### src/rtl/sl_pkg.sv
package sl_pkg;

  typedef enum logic [2:0] {
    ST_IDLE,
    ST_LOW,
    ST_HIGH,
    ST_GAP,
    ST_STB
  } sl_state_e;

  // Nanoseconds to whole system clock cycles, rounded up.
  function automatic int unsigned ns_to_cyc(input int unsigned ns, input int unsigned per_ps);
    return (ns * 1000 + per_ps - 1) / per_ps;
  endfunction

  function automatic int unsigned max2(input int unsigned a, input int unsigned b);
    return (a > b) ? a : b;
  endfunction

endpackage

### src/rtl/sl_rst_sync.sv
module sl_rst_sync (
  input  logic clk,
  input  logic rst_n,
  output logic rst_n_sync
);
  logic [1:0] sync_q;

  always_ff @(posedge clk or negedge rst_n) begin
    if (!rst_n) sync_q <= 2'b00;
    else        sync_q <= {sync_q[0], 1'b1};
  end

  assign rst_n_sync = sync_q[1];
endmodule

### src/rtl/sl_timer.sv
module sl_timer #(
  parameter int unsigned W = 5
) (
  input  logic         clk,
  input  logic         rst_n,
  input  logic         load_i,
  input  logic [W-1:0] val_i,
  output logic         zero_o
);
  logic [W-1:0] cnt_q, cnt_d;
  logic         cnt_en;

  always_comb begin
    cnt_en = load_i | (cnt_q != '0);
    cnt_d  = load_i ? val_i : cnt_q - 1'b1;
  end

  always_ff @(posedge clk or negedge rst_n) begin
    if (!rst_n)      cnt_q <= '0;
    else if (cnt_en) cnt_q <= cnt_d;
  end

  assign zero_o = (cnt_q == '0);
endmodule

### src/rtl/sl_bitsel.sv
module sl_bitsel #(
  parameter int unsigned MAX_BITS = 32,
  parameter int unsigned LEN_W    = 6,
  parameter int unsigned IDX_W    = 5
) (
  input  logic                clk,
  input  logic                rst_n,
  input  logic                load_i,
  input  logic                step_i,
  input  logic                clr_i,
  input  logic [MAX_BITS-1:0] word_i,
  input  logic [LEN_W-1:0]    len_i,
  output logic                data_o,
  output logic                last_o
);
  logic [MAX_BITS-1:0] word_q, word_d;
  logic [IDX_W-1:0]    idx_q, idx_d, idx_ld;
  logic                data_q, data_d;
  logic [LEN_W-1:0]    len_eff;
  logic                en;

  always_comb begin
    if (len_i == '0 || len_i > LEN_W'(MAX_BITS)) len_eff = LEN_W'(MAX_BITS);
    else                                         len_eff = len_i;
    idx_ld = IDX_W'(len_eff - 1'b1);
  end

  always_comb begin
    en     = load_i | step_i | clr_i;
    word_d = word_q;
    idx_d  = idx_q;
    data_d = data_q;
    if (load_i) begin
      word_d = word_i;
      idx_d  = idx_ld;
      data_d = word_i[idx_ld];
    end else if (step_i) begin
      idx_d  = idx_q - 1'b1;
      data_d = word_q[idx_q - 1'b1];
    end else if (clr_i) begin
      data_d = 1'b0;
    end
  end

  always_ff @(posedge clk or negedge rst_n) begin
    if (!rst_n) begin
      word_q <= '0;
      idx_q  <= '0;
      data_q <= 1'b0;
    end else if (en) begin
      word_q <= word_d;
      idx_q  <= idx_d;
      data_q <= data_d;
    end
  end

  assign data_o = data_q;
  assign last_o = (idx_q == '0);
endmodule

### src/rtl/sl_seq.sv
module sl_seq
  import sl_pkg::*;
#(
  parameter int unsigned LOW_CYC  = 15,
  parameter int unsigned HIGH_CYC = 15,
  parameter int unsigned GAP_CYC  = 30,
  parameter int unsigned STB_CYC  = 10,
  parameter int unsigned TMR_W    = 5
) (
  input  logic             clk,
  input  logic             rst_n,
  input  logic             start_i,
  input  logic             blank_mode_i,
  input  logic             tmr_zero_i,
  input  logic             last_bit_i,
  output logic             tmr_load_o,
  output logic [TMR_W-1:0] tmr_val_o,
  output logic             bit_load_o,
  output logic             bit_step_o,
  output logic             bit_clr_o,
  output logic             sclk_o,
  output logic             strobe_o,
  output logic             blank_o,
  output logic             busy_o,
  output logic             done_o
);
  sl_state_e st_q, st_d;
  logic sclk_q, sclk_d, stb_q, stb_d, blank_q, blank_d, busy_q, busy_d, done_q, done_d;

  always_comb begin
    st_d       = st_q;
    sclk_d     = sclk_q;
    stb_d      = stb_q;
    blank_d    = blank_q;
    busy_d     = busy_q;
    done_d     = 1'b0;
    tmr_load_o = 1'b0;
    tmr_val_o  = '0;
    bit_load_o = 1'b0;
    bit_step_o = 1'b0;
    bit_clr_o  = 1'b0;
    unique case (st_q)
      ST_IDLE: if (start_i) begin
        st_d       = ST_LOW;
        tmr_load_o = 1'b1;
        tmr_val_o  = TMR_W'(LOW_CYC - 1);
        bit_load_o = 1'b1;
        busy_d     = 1'b1;
        blank_d    = blank_mode_i;
        sclk_d     = 1'b0;
      end
      ST_LOW: if (tmr_zero_i) begin
        st_d       = ST_HIGH;
        tmr_load_o = 1'b1;
        tmr_val_o  = TMR_W'(HIGH_CYC - 1);
        sclk_d     = 1'b1;
      end
      ST_HIGH: if (tmr_zero_i) begin
        sclk_d     = 1'b0;
        tmr_load_o = 1'b1;
        if (last_bit_i) begin
          st_d      = ST_GAP;
          tmr_val_o = TMR_W'(GAP_CYC - 1);
          bit_clr_o = 1'b1;
        end else begin
          st_d       = ST_LOW;
          tmr_val_o  = TMR_W'(LOW_CYC - 1);
          bit_step_o = 1'b1;
        end
      end
      ST_GAP: if (tmr_zero_i) begin
        st_d       = ST_STB;
        tmr_load_o = 1'b1;
        tmr_val_o  = TMR_W'(STB_CYC - 1);
        stb_d      = 1'b1;
      end
      ST_STB: if (tmr_zero_i) begin
        st_d    = ST_IDLE;
        stb_d   = 1'b0;
        busy_d  = 1'b0;
        blank_d = 1'b0;
        done_d  = 1'b1;
      end
      default: st_d = ST_IDLE;
    endcase
  end

  always_ff @(posedge clk or negedge rst_n) begin
    if (!rst_n) begin
      st_q    <= ST_IDLE;
      sclk_q  <= 1'b0;
      stb_q   <= 1'b0;
      blank_q <= 1'b0;
      busy_q  <= 1'b0;
      done_q  <= 1'b0;
    end else begin
      st_q    <= st_d;
      sclk_q  <= sclk_d;
      stb_q   <= stb_d;
      blank_q <= blank_d;
      busy_q  <= busy_d;
      done_q  <= done_d;
    end
  end

  assign sclk_o   = sclk_q;
  assign strobe_o = stb_q;
  assign blank_o  = blank_q;
  assign busy_o   = busy_q;
  assign done_o   = done_q;
endmodule

### src/rtl/serial_loader_ctrl.sv
module serial_loader_ctrl
  import sl_pkg::*;
#(
  parameter int unsigned CLK_PERIOD_PS = 10000,
  parameter int unsigned T_SETUP_NS    = 75,
  parameter int unsigned T_HOLD_NS     = 75,
  parameter int unsigned T_PULSE_NS    = 150,
  parameter int unsigned T_GAP_NS      = 300,
  parameter int unsigned T_STROBE_NS   = 100,
  parameter int unsigned MAX_BITS      = 32
) (
  input  logic                         clk,
  input  logic                         rst_n,
  input  logic                         start_i,
  input  logic [MAX_BITS-1:0]          word_i,
  input  logic [$clog2(MAX_BITS+1)-1:0] len_i,
  input  logic                         blank_mode_i,
  output logic                         busy_o,
  output logic                         done_o,
  output logic                         sclk_o,
  output logic                         sdata_o,
  output logic                         strobe_o,
  output logic                         blank_o
);
  localparam int unsigned LEN_W    = $clog2(MAX_BITS + 1);
  localparam int unsigned IDX_W    = (MAX_BITS > 1) ? $clog2(MAX_BITS) : 1;
  localparam int unsigned LOW_CYC  = max2(1, max2(ns_to_cyc(T_PULSE_NS, CLK_PERIOD_PS),
                                                  ns_to_cyc(T_SETUP_NS, CLK_PERIOD_PS)));
  localparam int unsigned HIGH_CYC = max2(1, max2(ns_to_cyc(T_PULSE_NS, CLK_PERIOD_PS),
                                                  ns_to_cyc(T_HOLD_NS, CLK_PERIOD_PS)));
  localparam int unsigned GAP_CYC  = max2(1, ns_to_cyc(T_GAP_NS, CLK_PERIOD_PS));
  localparam int unsigned STB_CYC  = max2(1, ns_to_cyc(T_STROBE_NS, CLK_PERIOD_PS));
  localparam int unsigned MAX_CYC  = max2(max2(LOW_CYC, HIGH_CYC), max2(GAP_CYC, STB_CYC));
  localparam int unsigned TMR_W    = $clog2(MAX_CYC + 1);

  logic             rst_n_int;
  logic             tmr_load, tmr_zero;
  logic [TMR_W-1:0] tmr_val;
  logic             bit_load, bit_step, bit_clr, last_bit;

  sl_rst_sync u_rst (
    .clk        (clk),
    .rst_n      (rst_n),
    .rst_n_sync (rst_n_int)
  );

  sl_timer #(.W(TMR_W)) u_tmr (
    .clk    (clk),
    .rst_n  (rst_n_int),
    .load_i (tmr_load),
    .val_i  (tmr_val),
    .zero_o (tmr_zero)
  );

  sl_bitsel #(.MAX_BITS(MAX_BITS), .LEN_W(LEN_W), .IDX_W(IDX_W)) u_bits (
    .clk    (clk),
    .rst_n  (rst_n_int),
    .load_i (bit_load),
    .step_i (bit_step),
    .clr_i  (bit_clr),
    .word_i (word_i),
    .len_i  (len_i),
    .data_o (sdata_o),
    .last_o (last_bit)
  );

  sl_seq #(
    .LOW_CYC (LOW_CYC),
    .HIGH_CYC(HIGH_CYC),
    .GAP_CYC (GAP_CYC),
    .STB_CYC (STB_CYC),
    .TMR_W   (TMR_W)
  ) u_seq (
    .clk          (clk),
    .rst_n        (rst_n_int),
    .start_i      (start_i),
    .blank_mode_i (blank_mode_i),
    .tmr_zero_i   (tmr_zero),
    .last_bit_i   (last_bit),
    .tmr_load_o   (tmr_load),
    .tmr_val_o    (tmr_val),
    .bit_load_o   (bit_load),
    .bit_step_o   (bit_step),
    .bit_clr_o    (bit_clr),
    .sclk_o       (sclk_o),
    .strobe_o     (strobe_o),
    .blank_o      (blank_o),
    .busy_o       (busy_o),
    .done_o       (done_o)
  );
endmodule

### config.mk
export PLATFORM = sky130hd
export DESIGN_NAME = serial_loader_ctrl
export DESIGN_NICKNAME = d
export VERILOG_FILES = /design/src/rtl/sl_pkg.sv /design/src/rtl/sl_rst_sync.sv /design/src/rtl/sl_timer.sv /design/src/rtl/sl_bitsel.sv /design/src/rtl/sl_seq.sv /design/src/rtl/serial_loader_ctrl.sv
export SDC_FILE = /design/constraint.sdc
export NUM_CORES = 1
export LEC_CHECK = 0
export BUFFER_PORTS_ARGS = -buffer_cell sky130_fd_sc_hd__buf_2
export CAP_MARGIN = 25
export CORE_MARGIN = 1
export CORE_UTILIZATION = 30
export DETAILED_ROUTE_END_ITERATION = 16
export GPL_ROUTABILITY_DRIVEN = 0
export PLACE_DENSITY_LB_ADDON = 0.1
export SLEW_MARGIN = 20
export SYNTH_ARGS = -nofsm -noshare
export SYNTH_HDL_FRONTEND = slang
export SYNTH_SLANG_ARGS = --single-unit
export TNS_END_PERCENT = 5
### constraint.sdc
create_clock -name clk -period 2.1 [get_ports clk]
set_input_delay 0.21 -clock clk [delete_from_list [all_inputs] [get_ports clk]]
set_output_delay 0.21 -clock clk [all_outputs]
set_load 0.05 [all_outputs]
## Word-level counts from Yosys, hierarchy flattened

Index checks and enable logic that the tools add are counted.

| word-level totals | value |
|---|---|
| word-level logic and storage cells | 92 |
| bits of input ports | 42 |
| register bits after elaboration | 53 |
| output and inout bits | 6 |

| operators by class | value |
|---|---|
| reductions and logical operators | 19 |
| add/sub/neg operators | 3 |
| eq/ne operators | 9 |
| mux-type cells | 44 |
| bitwise operators | 3 |
| order comparisons | 3 |

Operator list:

| operator | count |
|---|---|
| 5-bit 2-to-1 mux | 6 |
| 1-bit 2-to-1 mux | 20 |
| 5-bit one-hot mux with 4 select lines | 1 |
| 3-bit 2-to-1 mux | 5 |
| 3-bit one-hot mux with 5 select lines | 1 |
| 5-bit by 1-bit subtractor with 5-bit output (second input constant) | 3 |
| 5-bit by 6-bit less-than comparator with 1-bit output (second input constant) | 2 |
| 4-bit 2-to-1 mux | 3 |
| 1-bit binary-select mux with 5-bit select | 2 |
| 5-bit zero test | 2 |
| 2-bit inequality test (second input constant) | 5 |
| 1-bit one-hot mux with 2 select lines | 4 |
| 3-bit by 2-bit == test with 1-bit output (second input constant) | 2 |
| 6-bit greater-than comparator (second input constant) | 1 |
| 6-bit zero test | 1 |
| 2-bit AND reduction | 3 |
| 3-bit AND reduction | 2 |
| 2-bit nonzero test | 3 |
| 3-bit nonzero test | 2 |
| 5-bit AND reduction | 1 |
| 5-bit nonzero test | 1 |
| 4-bit AND reduction | 1 |
| 3-bit by 1-bit == test with 1-bit output (second input constant) | 1 |
| 3-bit == test (second input constant) | 1 |
| 6 further kinds | 8 |

## Depth between registers and ports, before layout

Gate-level depths: netlist (run 1).

| depth | value |
|---|---|
| word-level depth | 7 |
| depth in mapped cells | 10 |
| mapped depth without buffers | 9 |

## Modules after synthesis

From an unflattened synthesis (run 1), not the netlist that was laid out.

| second synthesis, totals | value |
|---|---|
| cells, all modules | 280 |
| area total of the unflattened synthesis | 3,051.7 um^2 |

Modules (own cells, without submodules):

| module | cells an instance | area each (um^2) | seq. area each (um^2) | times used |
|---|---|---|---|---|
| sl_bitsel | 194 | 2,243.4 | 950.9 | 1 |
| sl_seq | 56 | 475.5 | 200.2 | 1 |
| sl_timer | 27 | 279.0 | 125.1 | 1 |
| sl_rst_sync | 3 | 53.8 | 50.0 | 1 |

## Worst setup path before layout (run 1)

Ideal clock, no wire load.

| path | value |
|---|---|
| path kind | reg-to-reg |
| from | reg u_bits.idx_q[0] |
| to | reg u_bits.data_q (netlist: u_bits.data_o) |
| path buffers | 2 |
| period minus slack after synthesis | 2.304 ns |
| arrival | 2.182 ns |
| slack | -0.204 ns |
| stages on the path, launching flop included | 10 |
| required time | 1.979 ns |
| setup time | 0.121 ns |
| path through | dfrtp_1 buf_2 inv_1 ha_1 clkbuf_1 mux4_2 mux2i_1 o22ai_1 nor4_1 and4bb_1 |

| on the way | value |
|---|---|
| word-level cells in the longest chain between the ends | 7 |
| elaborated cells on any way between the ends | 16 |
| classes of those cells | add/sub (1); mux (10); bitwise (2); reduce/logical (3) |

RTL lines:

| item | RTL line | source |
|---|---|---|
| start, declared | sl_bitsel.sv:17 | `logic [IDX_W-1:0] idx_q, idx_d, idx_ld;` |
| start signal, assigned | sl_bitsel.sv:52 | `idx_q <= idx_d;` |
| branches (longest 7 deep; another with 5-bit by 1-bit subtractor with 5-bit output) | - |  |
| end signal, assigned | sl_bitsel.sv:53 | `data_q <= data_d;` |
| end, declared | sl_bitsel.sv:18 | `logic data_q, data_d;` |

Parallel ways; which one is timed is not known. The select of a mux whose other input is x is not followed.
A chain may end at the register's enable or synchronous reset.

## Worst setup path after layout (run 1)

| path | value |
|---|---|
| from | reg u_tmr.cnt_q[0] |
| to | reg u_tmr.cnt_q[1] |

| on the way | value |
|---|---|
| word-level cells in the longest chain between the ends | 4 |
| elaborated cells on any way between the ends | 10 |
| classes of those cells | add/sub (1); mux (6); bitwise (1); reduce/logical (2) |

RTL lines:

| item | RTL line | source |
|---|---|---|
| start, declared | sl_timer.sv:10 | `logic [W-1:0] cnt_q, cnt_d;` |
| start signal, assigned | sl_timer.sv:20 | `else if (cnt_en) cnt_q <= cnt_d;` |
| 5-bit zero test | sl_timer.sv:23 | `assign zero_o = (cnt_q == '0);` |
| 5-bit 2-to-1 mux, or another cell as far along | sl_seq.sv:58 | `ST_HIGH: if (tmr_zero_i) begin` |
| 5-bit one-hot mux with 4 select lines / 1-bit one-hot mux with 2 select lines (equally long branches) | sl_seq.sv:42 | `unique case (st_q)` |
| 5-bit 2-to-1 mux / 1-bit bitwise OR (equally long branches) | sl_timer.sv:15, sl_timer.sv:14 |  |

Several ways; a longest one is shown, not always the timed one.

==> results of run 1 <==
-- area by class of cell --
type / instances / area share [%]
multi-input cells: 243 / 43.4
clock buffers: 6 / 1.92
flip-flops and latches: 53 / 35.1
repair buffers: 85 / 14.1
clock inverters: 2 / 0.264
inverters: 8 / 0.793
well taps: 133 / 4.40
-- worst register-to-register path, delay by kind of cell (launching register included) --
kind / cells / cell delay, ps
compound gates: 2 / 520
fa+ha+maj: 1 / 140
buf+inv: 1 / 80
simple gates: 2 / 770
flops: 1 / 410
-- repair_timing --
| item | CTS | global route |
|---|---|---|
| resized for setup | 5 | 4 |
| hold buffers | 1 | 0 |
| endpoints found under the setup margin | 7 | 7 |
| hold endpoints to repair | 2 | 0 |
| pin swaps | 2 | 3 |
| buffers inserted | 0 | 2 |
-- through the flow --
step / hold slack [ps] / power [mW]
after detailed placement: -2.52 / 4.00
after global placement: -5.38 / 4.00
after floorplan: -85.6 / 3.26
after global routing: 93.0 / 4.99
after CTS: 88.2 / 4.62
final: 90.2 / 4.59
-- flip-flops by register name (all words and copies together), names as in the netlist --
register / count
u_bits.word_q: 32
u_bits.idx_q: 5
u_tmr.cnt_q: 5
u_seq.st_q: 3
u_rst.sync_q: 2
u_bits.data_o: 1
u_seq.blank_o: 1
u_seq.busy_o: 1
u_seq.done_o: 1
u_seq.sclk_o: 1
u_seq.strobe_o: 1
-- cell usage after synthesis (all sizes together) --
cell,count
nor3b,3
or3b,2
o21a,1
or2,1
o311a,1
and4bb,1
nor2,16
nand2b,2
xnor2,6
nor4b,1
o22ai,3
and2b,1
or4b,1
o221ai,1
a32o,1
and2,1
nor3,5
nand3,6
o211ai,3
buf,5
o31ai,1
conb,1
a311o,1
o32ai,2
a2bb2oi,2
nand2,113
ha,3
xor2,5
inv,8
mux2i,9
nand3b,2
a21oi,12
mux4,14
mux2,2
nor2b,3
clkbuf,14
nand4,1
a32oi,3
nor4,1
dfrtp,53
o21ai,12
-- power groups by stage --
stage / logic (mW) / registers (mW) / clock network [mW]
2_1_floorplan: 1.48 / 1.79 / 0
3_3_place_gp: 2.23 / 1.77 / 0
3_5_place_dp: 2.25 / 1.76 / 0
4_1_cts: 2.28 / 1.74 / 0.594
5_1_grt: 2.56 / 1.79 / 0.632
6_report: 2.28 / 1.75 / 0.566
-- per-layer routing --
| metal | vias to the layer above | wire length (microns) | GRT usage (%) |
|---|---|---|---|
| li1 | 1247 | - | - |
| met1 | 1204 | 3890 | 23.4 |
| met2 | 39 | 3730 | 27.0 |
| met3 | 5 | 174 | 2.53 |
| met4 | 0 | 65 | 3.30 |
| met5 | - | 0 | 0 |
-- worst min path at each step --
| stage | from | to | slack, ps | cells past startpoint |
|---|---|---|---|---|
| floorplan | rst_n | u_rst.sync_q[0]$_DFF_PN0_ | -90 | 0 |
| global route | blank_mode_i | u_seq.blank_o$_DFFE_PN0P_ | 90 | 3 |
| global placement | rst_n | u_rst.sync_q[0]$_DFF_PN0_ | -5 | 1 |
| detailed placement | rst_n | u_rst.sync_q[0]$_DFF_PN0_ | -3 | 1 |
| finish | blank_mode_i | u_seq.blank_o$_DFFE_PN0P_ | 90 | 3 |
| CTS | blank_mode_i | u_seq.blank_o$_DFFE_PN0P_ | 90 | 3 |
-- kinds of logic after synthesis --
logic type | share of synthesized area (%)
buffers and inverters | 3.65
adders and majority gates | 1.24
DFF | 43.9
AOI/OAI and AO/OA | 9.16
xor gates and xnor gates | 4.06
and+or+nand+nor | 23.7
muxes | 14.2
other | 0.124
==> out/metrics.cfg, run 1 <==
[route]
firstDrtPassIters = 4
post_drt_wl_per_cell_microns = 14.8
via_per_inst = 4.71
drt_drc_violations_left = 0
vias = 2495
drtAntennaViolNets = 0
wirelength_microns = 7850
drt_iter0_markers = 119

[grt]
antenna_found_initial = 0
grt_pass1_vias = 2502
overflow = 0
grt_usage_pct = 16.6
grt_max_degree = 45
grt_pass1_wl_microns = 13100

[sta]
min_period_ps = 2030
slew_viol_final = 0
fin_skew_ps = 7.73
finalCritPeriodShare_pct = 96.8
max_freq_mhz = 492
finalWorstSetupSlack_ps = 66.7
fin_setup_tns_ps = 0
setup_viol = 0
finalHoldViolCount = 0
rsz0062_at_grt = yes

[setup_path]
crit_family = simple AND/OR/NAND/NOR gates
endpoint = u_tmr.cnt_q[1]$_DFFE_PN0P_
path_class = register to register
worstPathArrival_ps = 2230
critical_path_depth = 6
cpPeakStageDelay_ps = 510
critPathLaunchType = register
startpoint = u_tmr.cnt_q[0]$_DFFE_PN0P_
crit_buf_inv = 1
rr_worst_depth = 6
cp_max_fo = 6
slowest_stage = or4b_4
r2r_start = u_tmr.cnt_q[0]$_DFFE_PN0P_
reg2reg_to = u_tmr.cnt_q[1]$_DFFE_PN0P_
path_cells = inv_2 -> ha_4 -> or4b_4 -> or2_1 -> o21a_1 -> a311o_1
end_kind = register
regToRegSetupSlack_ps = 70
critPathRequiredTime_ps = 2300

[layout]
nets = 441
nFillCells = 1019
most-common-layout-cells = nand2_1 (113), dfrtp_1 (52), buf_2 (47)
multiInputGateArea_sq_um = 1640
syn_to_final_growth_pct = 25.3
diodes = 0
final_common_cell = nand2_1
final_cell_area_sq_um = 3780
seq_area_sq_um = 1330
drive_gt1_share_pct = 31.7
final_util_pct = 38.7
stdcell_count = 530

[place]
io_buffers = 47
post_dp_cell_area_sq_um = 3650
dp_cells = 519
dp.final_hpwl_microns = 5980
dpl_worst_slack_ps = -118

[power]
pwr-share-clk_pct = 12.3
seqPwrFrac_pct = 38.0
power_switching_share_pct = 38.1
internal_power_mw = 2.84
leakagePower_nw = 1.78
peakVddDrop_uv = 474
p_comb_share_pct = 49.7
switchingPower_mw = 1.75
p_per_area_nw_per_um2 = 1210

[job]
drv_cap = 0

[yosys]
postSynthCellCount = 323
synth.yosys.seq_area_share_pct = 43.9
synth.top_cell.area_share_pct = 43.9
yosys-top-cells-area = dfrtp_1 (44%), nand2_1 (14%), mux4_2 (10%)
syn_avg_cell_area_sq_um = 9.35
ys_ff_latch = 53
synth_cell_types = 48
yosysWarnings = 0
synth_fp_nets = 368
netlist_area_sq_um = 3020
synth_largest_area_cell = dfrtp_1

[floorplan]
dieArea_sq_um = 10500
core-area_sq_um = 9770
rows = 36
die_h_microns = 102
start_util_pct = 30.9
die_x_microns = 102
pin_count = 48

[clock_network]
numCtsBuffers = 5
cts_root_buf = clkbuf_8
cts_sinks = 53
path_clk_slew_ps = 100
insertion_delay_ps = 310
cts_tree = done
clk_path_buf_depth = 2
h-tree-depth = 2

[status]
outcome = complete, no violations

[worst_hold_path]
hold_class = primary input to register

(Power assumes the default switching activity.)
==> run 2, diff against run 1 <==
==> constraint.sdc (replaced) <==
create_clock -name clk -period 2.1 [get_ports clk]
set_input_delay 0.105 -clock clk [delete_from_list [all_inputs] [get_ports clk]]
set_output_delay 0.105 -clock clk [all_outputs]
set_load 0.05 [all_outputs]
==> run 2 against run 1 <==
Maximum frequency decreased by 0.38%. Count of clock-buffer cells in the layout stayed put. Register-to-register slack barely moved. Worst setup slack lost 7.8 ps. Critical path depth up 2. Worst hold slack got worse by 82 ps. Critical path type unchanged. Cell count grew 4.0%. Sequential share of layout area is 2.0 points lower.
==> out/metrics.cfg, run 2 (synthesis results as in run 1) <==
[layout]
diodes = 0  ; unchanged
most-common-layout-cells = nand2_1 (112), dfrtp_1 (52), buf_2 (47)  ; was nand2_1 (113), dfrtp_1 (52), buf_2 (47)
nets = 462  ; was 441
final_common_cell = nand2_1  ; unchanged
drive_gt1_share_pct = 31.1  ; was 31.7%
syn_to_final_growth_pct = 33.0  ; was 25.3%
reg_top3 = u_bits.word_q: 32 flops, u_bits.idx_q: 5 flops, u_tmr.cnt_q: 5 flops  ; unchanged
final_cell_area_sq_um = 4020  ; was 3780 sq um
final_util_pct = 41.1  ; was 38.7%
largest_reg_flops = 32  ; unchanged
top_register = u_bits.word_q  ; unchanged

[route]
via_per_inst = 4.64  ; was 4.71
drt_drc_violations_left = 0  ; unchanged
post_drt_wl_per_cell_microns = 14.4  ; was 14.8 microns
firstDrtPassIters = 4  ; unchanged
drt_iter0_markers = 76  ; was 119
vias = 2556  ; was 2495
drtAntennaViolNets = 0  ; unchanged
wirelength_microns = 7930  ; was 7850 microns

[clock_network]
cts_tree = done  ; unchanged
insertion_delay_ps = 320  ; was 310 ps
clk_path_buf_depth = 2  ; unchanged
cts_sinks = 53  ; unchanged
cts_root_buf = clkbuf_8  ; unchanged
h-tree-depth = 2  ; unchanged
numCtsBuffers = 5  ; unchanged
path_clk_slew_ps = 100  ; about the same

[sta]
setup_viol = 0  ; unchanged
finalHoldViolCount = 0  ; unchanged
fin_skew_ps = 15.9  ; was 7.73 ps
finalWorstSetupSlack_ps = 58.8  ; was 66.7 ps
min_period_ps = 2040  ; was 2030 ps
slew_viol_final = 0  ; unchanged
max_freq_mhz = 490  ; was 492 MHz
rsz0062_at_grt = yes  ; unchanged
finalCritPeriodShare_pct = 97.2  ; was 96.8%

[grt]
grt_max_degree = 52  ; was 45
overflow = 0  ; unchanged
grt_usage_pct = 16.8  ; was 16.6%
antenna_found_initial = 0  ; unchanged
grt_pass1_wl_microns = 13400  ; was 13100 microns
grt_pass1_vias = 2608  ; was 2502

[job]
drv_cap = 0  ; unchanged

[power]
power.total_mw = 4.93  ; was 4.59 mW
switchingPower_mw = 1.83  ; was 1.75 mW
p_per_area_nw_per_um2 = 1230  ; was 1210 nW/um^2
p_comb_share_pct = 49.5  ; was 49.7%
leakagePower_nw = 1.89  ; was 1.78 nW
power_switching_share_pct = 37.1  ; was 38.1%
seqPwrFrac_pct = 35.4  ; was 38.0%
peakVddDrop_uv = 450  ; was 474 uV
pwr-share-clk_pct = 15.1  ; was 12.3%
internal_power_mw = 3.10  ; was 2.84 mW

[setup_path]
critPathLaunchType = register  ; unchanged
end_kind = register  ; unchanged
worstPathArrival_ps = 2260  ; was 2230 ps
slowest_stage = dfrtp_1  ; was or4b_4
path_cells = buf_4 -> nor3_2 -> xor2_2 -> buf_4 -> mux2i_1 -> o211ai_1 -> o32ai_1 -> and4bb_1  ; was inv_2 -> ha_4 -> or4b_4 -> or2_1 -> o21a_1 -> a311o_1
cpPeakStageDelay_ps = 410  ; was 510 ps
cp_common_cell = buf_4
cp_max_fo = 3  ; was 6
path_class = register to register  ; unchanged
critPathRequiredTime_ps = 2320  ; was 2300 ps

[worst_hold_path]
hold_class = primary input to register  ; unchanged

[floorplan]
pin_count = 48  ; unchanged
dieArea_sq_um = 10500  ; unchanged
die_h_microns = 102  ; unchanged
core-area_sq_um = 9770  ; unchanged
rows = 36  ; unchanged
die_x_microns = 102  ; unchanged
start_util_pct = 30.9  ; unchanged

[status]
outcome = complete, no violations  ; unchanged

[place]
dp.final_hpwl_microns = 5860  ; was 5980 microns
dpl_worst_slack_ps = -187  ; was -118 ps
post_dp_cell_area_sq_um = 3650  ; about the same
io_buffers = 47  ; unchanged

[run 2: cell count changes in the layout (fill, tap and decap cells not counted), sizes merged]
cell / delta
buf: +4
clkinvlp: +1
bufinv: +1
clkinv: -2
dlygate4sd3: +17
[run 2: per-stage QoR]
stage	std cells	hold WS, ps	setup TNS (ps)
2_1_floorplan	323	-191	-11.8
3_3_place_gp	521	-109	-385
3_5_place_dp	521	-106	-651
4_1_cts	549	4.65	0
5_1_grt	551	6.15	-176
6_report	551	8.00	0
[run 2: worst paths after layout]
path	from	endpoint	slack, ps	depth (start not counted)
setup / recovery	u_bits.idx_q[0]$_DFFE_PN0P_	u_bits.data_o$_DFFE_PN0P_	60	8
hold / removal	word_i[14]	u_bits.word_q[14]$_DFFE_PN0P_	8	3
max in group asynchronous	u_rst.sync_q[1]$_DFF_PN0_	u_bits.word_q[25]$_DFFE_PN0P_	1580	1
setup reg to reg	u_bits.idx_q[0]$_DFFE_PN0P_	u_bits.data_o$_DFFE_PN0P_	60	8
min in group asynchronous	rst_n	u_rst.sync_q[1]$_DFF_PN0_	90	2
hold reg to reg	u_rst.sync_q[1]$_DFF_PN0_	u_bits.word_q[10]$_DFFE_PN0P_	260	1
[run 2: layer usage]
layer	up-vias	global-route usage (%)	part of all wire, %
li1	1285	-	-
met1	1219	23.5	50
met2	46	27.3	47
met3	6	2.74	2.4
met4	0	3.96	1.1
met5	-	0	0
[run 2: power groups by stage]
stage	Clock, mW	Combinational (mW)	Sequential (mW)
floorplan	0	1.46	1.79
global placement	0	2.32	1.75
detailed placement	0	2.34	1.76
CTS	0.773	2.42	1.74
global route	0.813	2.72	1.80
finish	0.745	2.44	1.74
[run 2: repair_timing]
action | CTS | global route
endpoints found under the hold margin | 19 | 0
gates resized for setup | 4 | 7
hold buffers | 18 | 0
cloned | 0 | 0
setup buffers | 2 | 2
pin swaps | 3 | 2
setup endpoints to repair | 8 | 8
[run 2: layout make-up]
class | instances | area, sq um
fillers | 993 | 5760
multi-input cells | 243 | 1630
flip-flops and latches | 53 | 1330
repair buffers | 106 | 748
well taps | 133 | 166
clock buffers | 6 | 82.6
clock inverters | 2 | 37.5
inverters | 8 | 30.0
[run 2: critical path: cells and delay by family (launching register included)]
family                    cells  cell delay [ps]
buffers and inverters         2              330
AOI/OAI and AO/OA             2              230
xor gates and xnor gates      1              300
and+or+nand+nor               2              430
DFF                           1              410
muxes                         1              240
==> run 3, diff against run 2 <==
--- a/config.mk
+++ b/config.mk
@@ -7,6 +7,8 @@
 export LEC_CHECK = 0
 export BUFFER_PORTS_ARGS = -buffer_cell sky130_fd_sc_hd__buf_2
 export CAP_MARGIN = 25
+export CELL_PAD_IN_SITES_DETAIL_PLACEMENT = 1
+export CELL_PAD_IN_SITES_GLOBAL_PLACEMENT = 1
 export CORE_MARGIN = 1
 export CORE_UTILIZATION = 30
 export DETAILED_ROUTE_END_ITERATION = 16
==> run 3 against run 2 <==
The flow now finishes with violations (setup timing). Die area did not move. Cell count decreased by 0.18%. Non-clock buffer count down 1. Power increased by 0.79%. Global-route usage grew 1.5 points. Via count increased by 4.5%. Critical endpoint is now u_bits.idx_q[3]$_DFFE_PN0P_. Largest cell class unchanged. Highest routed layer unchanged.
==> out/metrics.cfg, run 3 (synthesis results as in run 1) <==
[sta]
min_period_ps = 2110  ; was 2040 ps
relSlewSlack_pct = 59.0
finalWorstSetupSlack_ps = -11.7  ; was 58.8 ps
slew_viol_final = 0  ; unchanged
tightest_slew_ps = 615
fin_skew_ps = 9.01  ; was 15.9 ps
rsz0062_at_grt = yes  ; unchanged
whs_ps = 7.29  ; was 8.00 ps
max_freq_mhz = 474  ; was 490 MHz
finalCritPeriodShare_pct = 101  ; was 97.2%
setup_viol = 2  ; was 0
finalHoldViolCount = 0  ; unchanged

[clock_network]
h-tree-depth = 2  ; unchanged
clk_path_buf_depth = 2  ; unchanged
cts_tree = done  ; unchanged
path_clk_slew_ps = 100  ; about the same
numCtsBuffers = 5  ; unchanged
cts_sinks = 53  ; unchanged
cts_root_buf = clkbuf_8  ; unchanged
insertion_delay_ps = 310  ; was 320 ps

[grt]
antenna_found_initial = 0  ; unchanged
overflow = 0  ; unchanged
grt_pass1_vias = 2798  ; was 2608
grt_usage_pct = 18.4  ; was 16.8%
grt_max_degree = 39  ; was 52
grt_pass1_wl_microns = 14600  ; was 13400 microns

[place]
dp_cells = 530  ; was 521
dp.final_hpwl_microns = 6810  ; was 5860 microns
io_buffers = 47  ; unchanged

[layout]
stdcell_count = 550  ; was 551
drive_gt1_share_pct = 33.6  ; was 31.1%
largest_reg_flops = 32  ; unchanged
final_util_pct = 40.9  ; was 41.1%
syn_to_final_growth_pct = 32.2  ; was 33.0%
top_register = u_bits.word_q  ; unchanged
nets = 461  ; was 462
multiInputGateArea_sq_um = 1650  ; was 1630 sq um
nFillCells = 1164  ; was 993
most-common-layout-cells = nand2_1 (112), dfrtp_1 (52), buf_2 (47)  ; unchanged
final_common_cell = nand2_1  ; unchanged
seq_area_sq_um = 1330  ; unchanged
reg_top3 = u_bits.word_q: 32 flops, u_bits.idx_q: 5 flops, u_tmr.cnt_q: 5 flops  ; unchanged
diodes = 0  ; unchanged

[floorplan]
pin_count = 48  ; unchanged
die_h_microns = 102  ; unchanged
dieArea_sq_um = 10500  ; unchanged
start_util_pct = 30.9  ; unchanged
rows = 36  ; unchanged
core-area_sq_um = 9770  ; unchanged
die_x_microns = 102  ; unchanged

[status]
failed_checks = setup timing
outcome = finished, violations left  ; was complete, no violations

[power]
internal_power_mw = 3.06  ; was 3.10 mW
seqPwrFrac_pct = 35.5  ; was 35.4%
pwr-share-clk_pct = 12.5  ; was 15.1%
p_per_area_nw_per_um2 = 1240  ; was 1230 nW/um^2
power_switching_share_pct = 38.5  ; was 37.1%
p_comb_share_pct = 52.0  ; was 49.5%
switchingPower_mw = 1.91  ; was 1.83 mW
leakagePower_nw = 1.89  ; about the same
power.total_mw = 4.97  ; was 4.93 mW
peakVddDrop_uv = 400  ; was 450 uV

[route]
firstDrtPassIters = 4  ; unchanged
via_per_inst = 4.85  ; was 4.64
drtAntennaViolNets = 0  ; unchanged
post_drt_wl_per_cell_microns = 16.1  ; was 14.4 microns
drt_iter0_markers = 64  ; was 76
vias = 2670  ; was 2556
wirelength_microns = 8870  ; was 7930 microns
drt_drc_violations_left = 0  ; unchanged

[setup_path]
worstPathArrival_ps = 2350  ; was 2260 ps
path_class = register to register  ; unchanged
end_kind = register  ; unchanged
cp_max_fo = 5  ; was 3
critPathRequiredTime_ps = 2340  ; was 2320 ps
critPathLaunchType = register  ; unchanged

[worst_hold_path]
hold_class = primary input to register  ; unchanged

[job]
drv_cap = 0  ; unchanged

-- run 3: repair_timing --
action	4_1_cts	5_1_grt
pin swaps	2	9
buffers inserted	2	1
resized for setup	4	16
setup endpoints to repair	8	10
endpoints found under the hold margin	11	0
hold buffers	10	0
-- run 3: per-layer routing --
metal / part of all wire [%] / wire, microns / track usage, % / vias up
met2: 49 / 4320 / 30.5 / 42
met1: 48 / 4270 / 25.5 / 1332
met4: 0.80 / 71 / 4.73 / 0
met3: 2.4 / 211 / 2.26 / 7
li1: - / - / - / 1289
met5: 0 / 0 / 0 / -
-- run 3: power by group through the flow --
stage	Clock (mW)	Combinational, mW	Sequential (mW)
after floorplan	0	1.46	1.79
after global placement	0	2.36	1.77
after detailed placement	0	2.44	1.78
after CTS	0.646	2.51	1.76
after global routing	0.676	2.85	1.82
final	0.620	2.59	1.76
-- run 3: through the flow --
step	area (sq um)	TNS, ps	setup slack (ps)
floorplan	3030	-11.8	-7.70
global placement	3710	-461	-189
detailed placement	3710	-773	-193
CTS	3940	-224	-56.9
global route	3990	-409	-88.5
finish	3990	-21.9	-11.7
-- run 3: path summary, 6_finish.rpt --
check / from / end / slack [ps] / depth (start not counted)
setup / recovery: u_tmr.cnt_q[1]$_DFFE_PN0P_ / u_bits.idx_q[3]$_DFFE_PN0P_ / -10 / 9
hold / removal: word_i[5] / u_bits.word_q[5]$_DFFE_PN0P_ / 7 / 3
setup reg to reg: u_tmr.cnt_q[1]$_DFFE_PN0P_ / u_bits.idx_q[3]$_DFFE_PN0P_ / -10 / 9
hold reg to reg: u_rst.sync_q[1]$_DFF_PN0_ / u_bits.word_q[11]$_DFFE_PN0P_ / 290 / 0
max in group asynchronous: u_rst.sync_q[1]$_DFF_PN0_ / u_bits.data_o$_DFFE_PN0P_ / 1230 / 1
min in group asynchronous: rst_n / u_rst.sync_q[1]$_DFF_PN0_ / 90 / 2
-- run 3: layout make-up --
| class | instances | share of cell area (%) |
|---|---|---|
| clock inverter | 1 | 0.188 |
| sequential | 53 | 33.2 |
| timing repair buffer | 105 | 18.1 |
| clock buffer | 7 | 2.16 |
| multi-input combinational | 243 | 41.4 |
| tap | 133 | 4.17 |
| inverter | 8 | 0.752 |
-- run 3: worst max-delay path: stages (launching register included) --
cell	delay (ps)
dfrtp_1	400
inv_2	80
ha_4	130
or4b_4	490
buf_6	150
nor3b_4	180
and2b_2	240
nand2_1	80
xor2_1	150
a21oi_1	140
